## config.mk

```make
export PLATFORM = sky130hd
export DESIGN_NAME = pin_reset_filter
export DESIGN_NICKNAME = d
export VERILOG_FILES = /design/src/rtl/pin_filt_pkg.sv /design/src/rtl/pin_filt_cfg.sv /design/src/rtl/pin_filt_stage.sv /design/src/rtl/pin_reset_filter.sv
export SDC_FILE = /design/constraint.sdc
export NUM_CORES = 1
export LEC_CHECK = 0
export ABC_AREA = 0
export CAP_MARGIN = 5
export CORE_MARGIN = 4
export CORE_UTILIZATION = 50
export DETAILED_ROUTE_END_ITERATION = 8
export PLACE_DENSITY = 0.85
export SLEW_MARGIN = 10
export SYNTH_ARGS = -nofsm -noshare
export SYNTH_HDL_FRONTEND = slang
export SYNTH_SLANG_ARGS = --single-unit
```

## constraint.sdc

```tcl
create_clock -name clk -period 4.7 [get_ports clk]
set_clock_uncertainty 0.2 [all_clocks]
set_input_delay 0.94 -clock clk [delete_from_list [all_inputs] [get_ports clk]]
set_output_delay 0.94 -clock clk [all_outputs]
set_load 0.05 [all_outputs]
```

## src/rtl/pin_filt_pkg.sv

```systemverilog
package pin_filt_pkg;
   localparam logic [1:0] MODE_RUN  = 2'b00;
   localparam logic [1:0] MODE_STOP = 2'b01;

   localparam logic [1:0] RW_OFF = 2'b00;
   localparam logic [1:0] RW_BUS = 2'b01;
   localparam logic [1:0] RW_LPO = 2'b10;

   typedef enum logic [1:0] {
      SRC_BYPASS = 2'b00,
      SRC_BUS    = 2'b01,
      SRC_LPO    = 2'b10
   } filt_src_e;
endpackage

```

## src/rtl/pin_filt_cfg.sv

```systemverilog
module pin_filt_cfg #(
   parameter int ADDR_W    = 3,
   parameter int DATA_W    = 8,
   parameter int WIDTH_W   = 5,
   parameter int CTRL_OFS  = 4,
   parameter int WIDTH_OFS = 5
) (
   input  logic               clk,
   input  logic               por_n,
   input  logic               wr_en,
   input  logic [ADDR_W-1:0]  wr_addr,
   input  logic [DATA_W-1:0]  wr_data,
   input  logic [ADDR_W-1:0]  rd_addr,
   output logic [DATA_W-1:0]  rd_data,
   output logic [1:0]         rw_sel,
   output logic               stop_sel,
   output logic [WIDTH_W-1:0] width
);
   localparam logic [ADDR_W-1:0] A_CTRL  = ADDR_W'(CTRL_OFS);
   localparam logic [ADDR_W-1:0] A_WIDTH = ADDR_W'(WIDTH_OFS);

   logic unused_wr_hi;
   assign unused_wr_hi = ^wr_data[DATA_W-1:WIDTH_W];

   // configuration is cleared by power-on only
   always_ff @(posedge clk or negedge por_n) begin
      if (!por_n) begin
         rw_sel   <= '0;
         stop_sel <= 1'b0;
         width    <= '0;
      end else if (wr_en) begin
         if (wr_addr == A_CTRL) begin
            rw_sel   <= wr_data[1:0];
            stop_sel <= wr_data[2];
         end
         if (wr_addr == A_WIDTH) begin
            width <= wr_data[WIDTH_W-1:0];
         end
      end
   end

   always_comb begin
      rd_data = '0;
      if (rd_addr == A_CTRL) begin
         rd_data[2:0] = {stop_sel, rw_sel};
      end else if (rd_addr == A_WIDTH) begin
         rd_data[WIDTH_W-1:0] = width;
      end
   end

   // settings move only on a write
   assert_cfg_hold_R10: assert property (@(posedge clk) disable iff (!por_n)
      !wr_en |=> $stable({rw_sel, stop_sel, width}));

   // reserved control bits never read back as one
   assert_rsvd_zero_R2: assert property (@(posedge clk) disable iff (!por_n)
      (rd_addr == A_CTRL) |-> (rd_data[DATA_W-1:3] == '0));
endmodule

```

## src/rtl/pin_filt_stage.sv

```systemverilog
module pin_filt_stage #(
   parameter int CNT_W = 5
) (
   input  logic             clk,
   input  logic             rst_n,
   input  logic             clr,
   input  logic             tick,
   input  logic [CNT_W-1:0] limit,
   input  logic             din,
   output logic             dout
);
   logic [CNT_W-1:0] cnt;

   always_ff @(posedge clk or negedge rst_n) begin
      if (!rst_n) begin
         cnt  <= '0;
         dout <= 1'b1;
      end else if (clr || (din == dout)) begin
         cnt  <= '0;
         dout <= din;
      end else if (tick) begin
         if (cnt >= limit) begin
            cnt  <= '0;
            dout <= din;
         end else begin
            cnt <= cnt + 1'b1;
         end
      end
   end

   // without a tick or a clear the accepted level holds
   assert_no_tick_hold_R6: assert property (@(posedge clk) disable iff (!rst_n)
      (!tick && !clr) |=> $stable(dout));

   // a new accepted level is always the level the pin had
   assert_moves_to_pin_R4: assert property (@(posedge clk) disable iff (!rst_n)
      !$stable(dout) |-> (dout == $past(din)));
endmodule

```

## src/rtl/pin_reset_filter.sv

```systemverilog
module pin_reset_filter
   import pin_filt_pkg::*;
#(
   parameter int ADDR_W    = 3,
   parameter int DATA_W    = 8,
   parameter int WIDTH_W   = 5,
   parameter int LPO_TICKS = 3,
   parameter int CTRL_OFS  = 4,
   parameter int WIDTH_OFS = 5
) (
   input  logic              clk,
   input  logic              por_n,
   input  logic              warm_rst_n,
   input  logic              pin_n,
   input  logic              bus_tick,
   input  logic              lpo_tick,
   input  logic [1:0]        mode,
   input  logic              wr_en,
   input  logic [ADDR_W-1:0] wr_addr,
   input  logic [DATA_W-1:0] wr_data,
   input  logic [ADDR_W-1:0] rd_addr,
   output logic [DATA_W-1:0] rd_data,
   output logic              rst_req
);
   localparam int LPO_CW = (LPO_TICKS > 1) ? $clog2(LPO_TICKS) : 1;
   localparam logic [LPO_CW-1:0] LPO_LIMIT = LPO_CW'(LPO_TICKS - 1);

   if (DATA_W < WIDTH_W || DATA_W < 3) begin : g_bad_data_w
      $error("pin_reset_filter: DATA_W too narrow for its fields");
   end
   if (LPO_TICKS < 1) begin : g_bad_lpo
      $error("pin_reset_filter: LPO_TICKS must be at least 1");
   end
   if (CTRL_OFS == WIDTH_OFS || CTRL_OFS >= (1 << ADDR_W) || WIDTH_OFS >= (1 << ADDR_W)) begin : g_bad_ofs
      $error("pin_reset_filter: register offsets invalid");
   end

   logic [1:0]         rw_sel;
   logic               stop_sel;
   logic [WIDTH_W-1:0] width;
   filt_src_e          src;
   logic               flt_rst_n;
   logic               bus_lvl, lpo_lvl;

   pin_filt_cfg #(
      .ADDR_W(ADDR_W), .DATA_W(DATA_W), .WIDTH_W(WIDTH_W),
      .CTRL_OFS(CTRL_OFS), .WIDTH_OFS(WIDTH_OFS)
   ) i_cfg (
      .clk(clk), .por_n(por_n), .wr_en(wr_en), .wr_addr(wr_addr),
      .wr_data(wr_data), .rd_addr(rd_addr), .rd_data(rd_data),
      .rw_sel(rw_sel), .stop_sel(stop_sel), .width(width)
   );

   always_comb begin
      src = SRC_BYPASS;
      if (mode == MODE_RUN) begin
         if (rw_sel == RW_BUS)      src = SRC_BUS;
         else if (rw_sel == RW_LPO) src = SRC_LPO;
      end else if (mode == MODE_STOP) begin
         if (stop_sel) src = SRC_LPO;
      end
   end

   assign flt_rst_n = por_n & warm_rst_n;

   pin_filt_stage #(.CNT_W(WIDTH_W)) i_bus_flt (
      .clk(clk), .rst_n(flt_rst_n), .clr(src != SRC_BUS), .tick(bus_tick),
      .limit(width), .din(pin_n), .dout(bus_lvl)
   );

   pin_filt_stage #(.CNT_W(LPO_CW)) i_lpo_flt (
      .clk(clk), .rst_n(flt_rst_n), .clr(src != SRC_LPO), .tick(lpo_tick),
      .limit(LPO_LIMIT), .din(pin_n), .dout(lpo_lvl)
   );

   always_comb begin
      case (src)
         SRC_BUS: rst_req = ~bus_lvl;
         SRC_LPO: rst_req = ~lpo_lvl;
         default: rst_req = ~pin_n;
      endcase
   end

   // low-leakage stop passes the pin straight through
   assert_lls_follow_R9: assert property (@(posedge clk) disable iff (!flt_rst_n)
      mode[1] |-> (rst_req == !pin_n));

   // disabled or reserved run select passes the pin straight through
   assert_off_follow_R3: assert property (@(posedge clk) disable iff (!flt_rst_n)
      (mode == MODE_RUN && (rw_sel == RW_OFF || rw_sel == 2'b11)) |-> (rst_req == !pin_n));

   // in stop mode bus ticks cannot raise a request from an idle pin level
   assert_stop_no_bus_R8: assert property (@(posedge clk) disable iff (!flt_rst_n)
      (mode == MODE_STOP && stop_sel && !lpo_tick && !rst_req) |=> (!rst_req || !pin_n));
endmodule

```

==> metrics.txt, run 1 <==
# TYPE chip_impl_metric gauge
chip_impl_info{name="result_of_the_run",value="finished clean"} 1
chip_impl_metric{name="yosys_warnings",unit=""} 0
chip_impl_metric{name="instances_no_fill",unit=""} 161
chip_impl_metric{name="final_cell_area",unit="um^2"} 1380
chip_impl_info{name="synth-main-ff-cell",value="sky130_fd_sc_hd__dfrtp_1"} 1
chip_impl_metric{name="routed_wirelength",unit="um"} 2230
chip_impl_metric{name="die_area",unit="um^2"} 2960
chip_impl_info{name="critical_path.slowest_cell",value="sky130_fd_sc_hd__or4b_2"} 1
chip_impl_metric{name="placement.setup.worst_slack",unit="ps"} 582
chip_impl_metric{name="syn_inst",unit=""} 106
chip_impl_metric{name="critical_path_buf_inv_count",unit=""} 4
chip_impl_metric{name="buffer_ports.inserted",unit=""} 25
chip_impl_metric{name="max_slew.worst_pin.slew",unit="ps"} 501
chip_impl_metric{name="switching_share",unit="%"} 32.7
chip_impl_metric{name="proportion_of_synthesized_chip_area_in_sequential_cells",unit="%"} 39.7
chip_impl_metric{name="cts_repair_resize_count",unit=""} 0
chip_impl_metric{name="antenna_violations_before_repair",unit=""} 0
chip_impl_metric{name="final_layout_size_suffix_gt1_share",unit="%"} 15.7
chip_impl_metric{name="antennaDiodeCount",unit=""} 0
chip_impl_metric{name="floorplan.core_area",unit="um^2"} 2000
chip_impl_metric{name="routabilityCongestion",unit=""} 0.772
chip_impl_metric{name="cp_data_arrival_time",unit="ps"} 2970
chip_impl_metric{name="critPathMaxStageDelay",unit="ps"} 670
chip_impl_metric{name="overflow",unit=""} 0
chip_impl_info{name="grt_setup_unrepaired",value="false"} 1
chip_impl_metric{name="clock_sinks",unit=""} 17
chip_impl_metric{name="power.sequential.fraction",unit="%"} 46.8
chip_impl_metric{name="switchingPower",unit="mW"} 0.126
chip_impl_metric{name="global_routing_usage_summed_across_all_routing_layers",unit="%"} 17.4
chip_impl_metric{name="insertion_delay",unit="ps"} 300
chip_impl_metric{name="required_time_at_the_worst_slack_endpoint",unit="ps"} 3560
chip_impl_metric{name="drt-vias-per-instance",unit=""} 5.26
chip_impl_metric{name="number_of_max_cap_violations",unit=""} 0
chip_impl_metric{name="tritoncts.num_buffers",unit=""} 3
chip_impl_metric{name="postSynth.asyncResetShare",unit="%"} 100
chip_impl_metric{name="initial_utilization",unit="%"} 53.8
chip_impl_metric{name="fmax",unit="MHz"} 243
chip_impl_info{name="critical-path-top-cell-by-count",value="sky130_fd_sc_hd__inv_1"} 1
chip_impl_metric{name="vias",unit=""} 847
chip_impl_metric{name="hold_violations",unit=""} 0
chip_impl_metric{name="wl_per_cell",unit="um"} 13.8
chip_impl_metric{name="timing.final.crit_share",unit="%"} 87.4
chip_impl_info{name="tritoncts",value="built"} 1
chip_impl_metric{name="synth.ff_latch_count",unit=""} 17
chip_impl_metric{name="first_pass_grt_wire_length",unit="um"} 3630
chip_impl_metric{name="irDropWorstVdd",unit="mV"} 0.256
chip_impl_info{name="final_cell_mix",value="sky130_fd_sc_hd__clkdlybuf4s50_1, sky130_fd_sc_hd__dfrtp_1, sky130_fd_sc_hd__inv_1, sky130_fd_sc_hd__nor2_1, sky130_fd_sc_hd__mux2_2"} 1
chip_impl_metric{name="slew-limit-headroom",unit="%"} 66.5
chip_impl_metric{name="power_density",unit="nW/um^2"} 278
chip_impl_metric{name="synth.cell_area",unit="um^2"} 1080
chip_impl_metric{name="initial_detailed_routing_violation_count",unit=""} 4
chip_impl_metric{name="area_growth_from_synthesis_to_layout",unit="%"} 28.3
chip_impl_info{name="synth_top_area_cell",value="sky130_fd_sc_hd__dfrtp_1"} 1
chip_impl_info{name="layout_commonest_cell",value="sky130_fd_sc_hd__clkdlybuf4s50_1"} 1
chip_impl_metric{name="dpl.hpwl",unit="um"} 1850
chip_impl_metric{name="setup_viol",unit=""} 0
chip_impl_metric{name="synth_edf_count",unit=""} 0
chip_impl_metric{name="power.internal",unit="mW"} 0.259
chip_impl_metric{name="largest_net_degree_at_the_start_of_global_routing",unit=""} 10
chip_impl_metric{name="hold_ws",unit="ps"} 347
chip_impl_metric{name="setup_slack",unit="ps"} 592
chip_impl_metric{name="finalNetCount",unit=""} 166
chip_impl_metric{name="ant_nets",unit=""} 0
chip_impl_info{name="crit_path_start_kind",value="input port"} 1
chip_impl_metric{name="vias_in_the_first_global_route",unit=""} 870
chip_impl_metric{name="combPwrFrac",unit="%"} 32.6
chip_impl_metric{name="power.share.clock",unit="%"} 20.6
chip_impl_info{name="worst_setup_path_end_kind",value="primary output"} 1
chip_impl_metric{name="cts.hold.buffers_added",unit=""} 0
chip_impl_metric{name="crit_fanout",unit=""} 5
chip_impl_metric{name="maxSlewViolCount",unit=""} 0
chip_impl_info{name="setup.worst_path.class",value="input port to primary output"} 1
chip_impl_metric{name="floorplan.io_pins",unit=""} 32
chip_impl_metric{name="setup_tns",unit="ps"} 0
chip_impl_metric{name="library_cells_used_by_synthesis",unit=""} 31
chip_impl_metric{name="leak_pwr",unit="nW"} 0.609
chip_impl_info{name="cts.root.buffer_cell",value="sky130_fd_sc_hd__clkbuf_4"} 1
chip_impl_info{name="yosys-top-cells-area",value="sky130_fd_sc_hd__dfrtp_1, sky130_fd_sc_hd__mux2_2, sky130_fd_sc_hd__ha_1"} 1
chip_impl_metric{name="syn_avg_cell_area",unit="um^2"} 10.2
chip_impl_metric{name="drc_errors",unit=""} 0
chip_impl_metric{name="clock_tree.htree_level_count",unit=""} 1
chip_impl_info{name="min_path_type",value="flop to flop"} 1
chip_impl_metric{name="die_h",unit="um"} 54.4
chip_impl_metric{name="placedInstanceArea",unit="um^2"} 1360
chip_impl_metric{name="clock_tree_buf_depth",unit=""} 2
chip_impl_metric{name="synth_top_area_share",unit="%"} 34.8
chip_impl_metric{name="post-route-min-period",unit="ps"} 4110
chip_impl_metric{name="core.rowCount",unit=""} 16
chip_impl_metric{name="firstDrtPassIters",unit=""} 4
chip_impl_metric{name="post_cts_setup_buffer_count",unit=""} 0
chip_impl_metric{name="place.detailed.instances",unit=""} 157
chip_impl_info{name="timing.critical_path.max_delay_family",value="buffers and inverters"} 1
chip_impl_info{name="path_cells",value="clkdlybuf4s50_1, or4b_2, inv_1, ha_1, inv_1, o22ai_1, nor2_1, a21oi_1, buf_12"} 1
chip_impl_metric{name="clock_edge_transition_at_the_registers_on_the_reported_setup_and_hold_paths",unit="ps"} 100
chip_impl_metric{name="die_w",unit="um"} 54.4
[cells by family (layout without fill, tap and decap cells)]
| logic type | after synthesis | after routing | synth area share [%] |
|---|---|---|---|
| AND/OR/NAND/NOR | 33 | 33 | 16.3 |
| flip-flops | 17 | 17 | 39.7 |
| multiplexers | 15 | 15 | 15.2 |
| AO/OA/AOI/OAI | 14 | 14 | 9.52 |
| buffers and inverters | 13 | 39 | 5.58 |
| adder cells (fa/ha/maj) | 8 | 8 | 9.29 |
| XOR/XNOR | 5 | 5 | 4.06 |
| other | 1 | 3 | 0.348 |
[Yosys cell counts, types with 3 or more instances]
cell type	number
sky130_fd_sc_hd__dfrtp_1	15
sky130_fd_sc_hd__nand2_1	8
sky130_fd_sc_hd__mux2i_1	4
sky130_fd_sc_hd__nand2b_1	3
sky130_fd_sc_hd__mux2_2	10
sky130_fd_sc_hd__xor2_1	4
sky130_fd_sc_hd__inv_1	10
sky130_fd_sc_hd__and2_1	3
sky130_fd_sc_hd__nor2_1	10
sky130_fd_sc_hd__a21oi_1	5
sky130_fd_sc_hd__ha_1	8
sky130_fd_sc_hd__buf_4	3
[worst register-to-register path, cell delays in order (launching register included)]
cell                       delay [ps]
sky130_fd_sc_hd__dfrtp_1          420
sky130_fd_sc_hd__or4b_2           700
sky130_fd_sc_hd__inv_1             80
sky130_fd_sc_hd__ha_1             160
sky130_fd_sc_hd__inv_1            100
sky130_fd_sc_hd__nor2_2           150
sky130_fd_sc_hd__o221ai_2         150
sky130_fd_sc_hd__mux2_1           340
[metal layers]
| metal | share of wire (%) | global-route usage (%) | wire, um | up-vias |
|---|---|---|---|---|
| met5 | 0 | 0 | 0 | - |
| met4 | 2.3 | 11.2 | 51 | 0 |
| met3 | 3.6 | 4.90 | 80 | 6 |
| met2 | 53 | 29.1 | 1180 | 16 |
| met1 | 41 | 19.1 | 914 | 405 |
| li1 | - | - | - | 420 |
[power groups by stage]
stage	sequential, mW	clock (mW)	combinational (mW)
after floorplan	0.177	0	0.0823
after global placement	0.181	0	0.121
after detailed placement	0.183	0	0.127
after CTS	0.180	0.0835	0.127
after global routing	0.183	0.0883	0.138
final	0.180	0.0791	0.125
[sequential cells by signal (all words and copies together), names as in the netlist]
register	count
i_bus_flt.cnt	5
i_cfg.width	5
i_cfg.rw_sel	2
i_lpo_flt.cnt	2
i_bus_flt.dout	1
i_cfg.stop_sel	1
i_lpo_flt.dout	1
[final cells by class]
| cell class | instances | area, um^2 |
|---|---|---|
| fillers | 166 | 619 |
| multi-input cells | 78 | 597 |
| flip-flops and latches | 17 | 428 |
| repair buffers | 25 | 260 |
| inverters | 10 | 37.5 |
| well taps | 27 | 33.8 |
| clock buffers | 4 | 26.3 |
[path summary, 6_finish.rpt]
| check | cells after the start | startpoint | slack (ps) | end |
|---|---|---|---|---|
| max in group asynchronous | 2 | por_n | 2790 | i_lpo_flt.dout |
| worst min-delay path | 1 | i_cfg.width[4] | 350 | i_cfg.width[4] |
| worst min register to register | 1 | i_cfg.width[4] | 350 | i_cfg.width[4] |
| worst max-delay path | 9 | mode[0] | 590 | rst_req |
| worst max register to register | 7 | i_cfg.rw_sel[1] | 2330 | i_bus_flt.dout |
| min in group asynchronous | 1 | por_n | 720 | i_cfg.width[4] |
[stage by stage]
step | util (%) | power (mW)
final | 69.1 | 0.384
after global routing | 69.1 | 0.409
after CTS | 69.1 | 0.390
after detailed placement | 67.8 | 0.310
after global placement | 67.8 | 0.303
after floorplan | - | 0.259
No activity file was read; power rests on OpenSTA's default activity.
==> run 2, diff against run 1 <==
MAX_ROUTING_LAYER = met4   (was not set)
==> results of run 2 <==
No change in the layout: final DEF, timing and power equal those of run 1.
Among the figures that moved: final weighted congestion in routability-driven placement 0.772 -> 0.782; wire length of the first global-routing pass 3630 um -> 3620 um; via count of the first global-routing pass 870 -> 871; overall routing resource usage 17.4% -> 17.9%
==> run 3, diff against run 2 <==
SETUP_SLACK_MARGIN = 0.3   (was not set)
==> results of run 3 <==
No change in the layout: final DEF, timing and power equal those of run 1.
Among the figures that moved: final weighted congestion in routability-driven placement 0.772 -> 0.782; wire length of the first global-routing pass 3630 um -> 3620 um; via count of the first global-routing pass 870 -> 871; overall routing resource usage 17.4% -> 17.9%
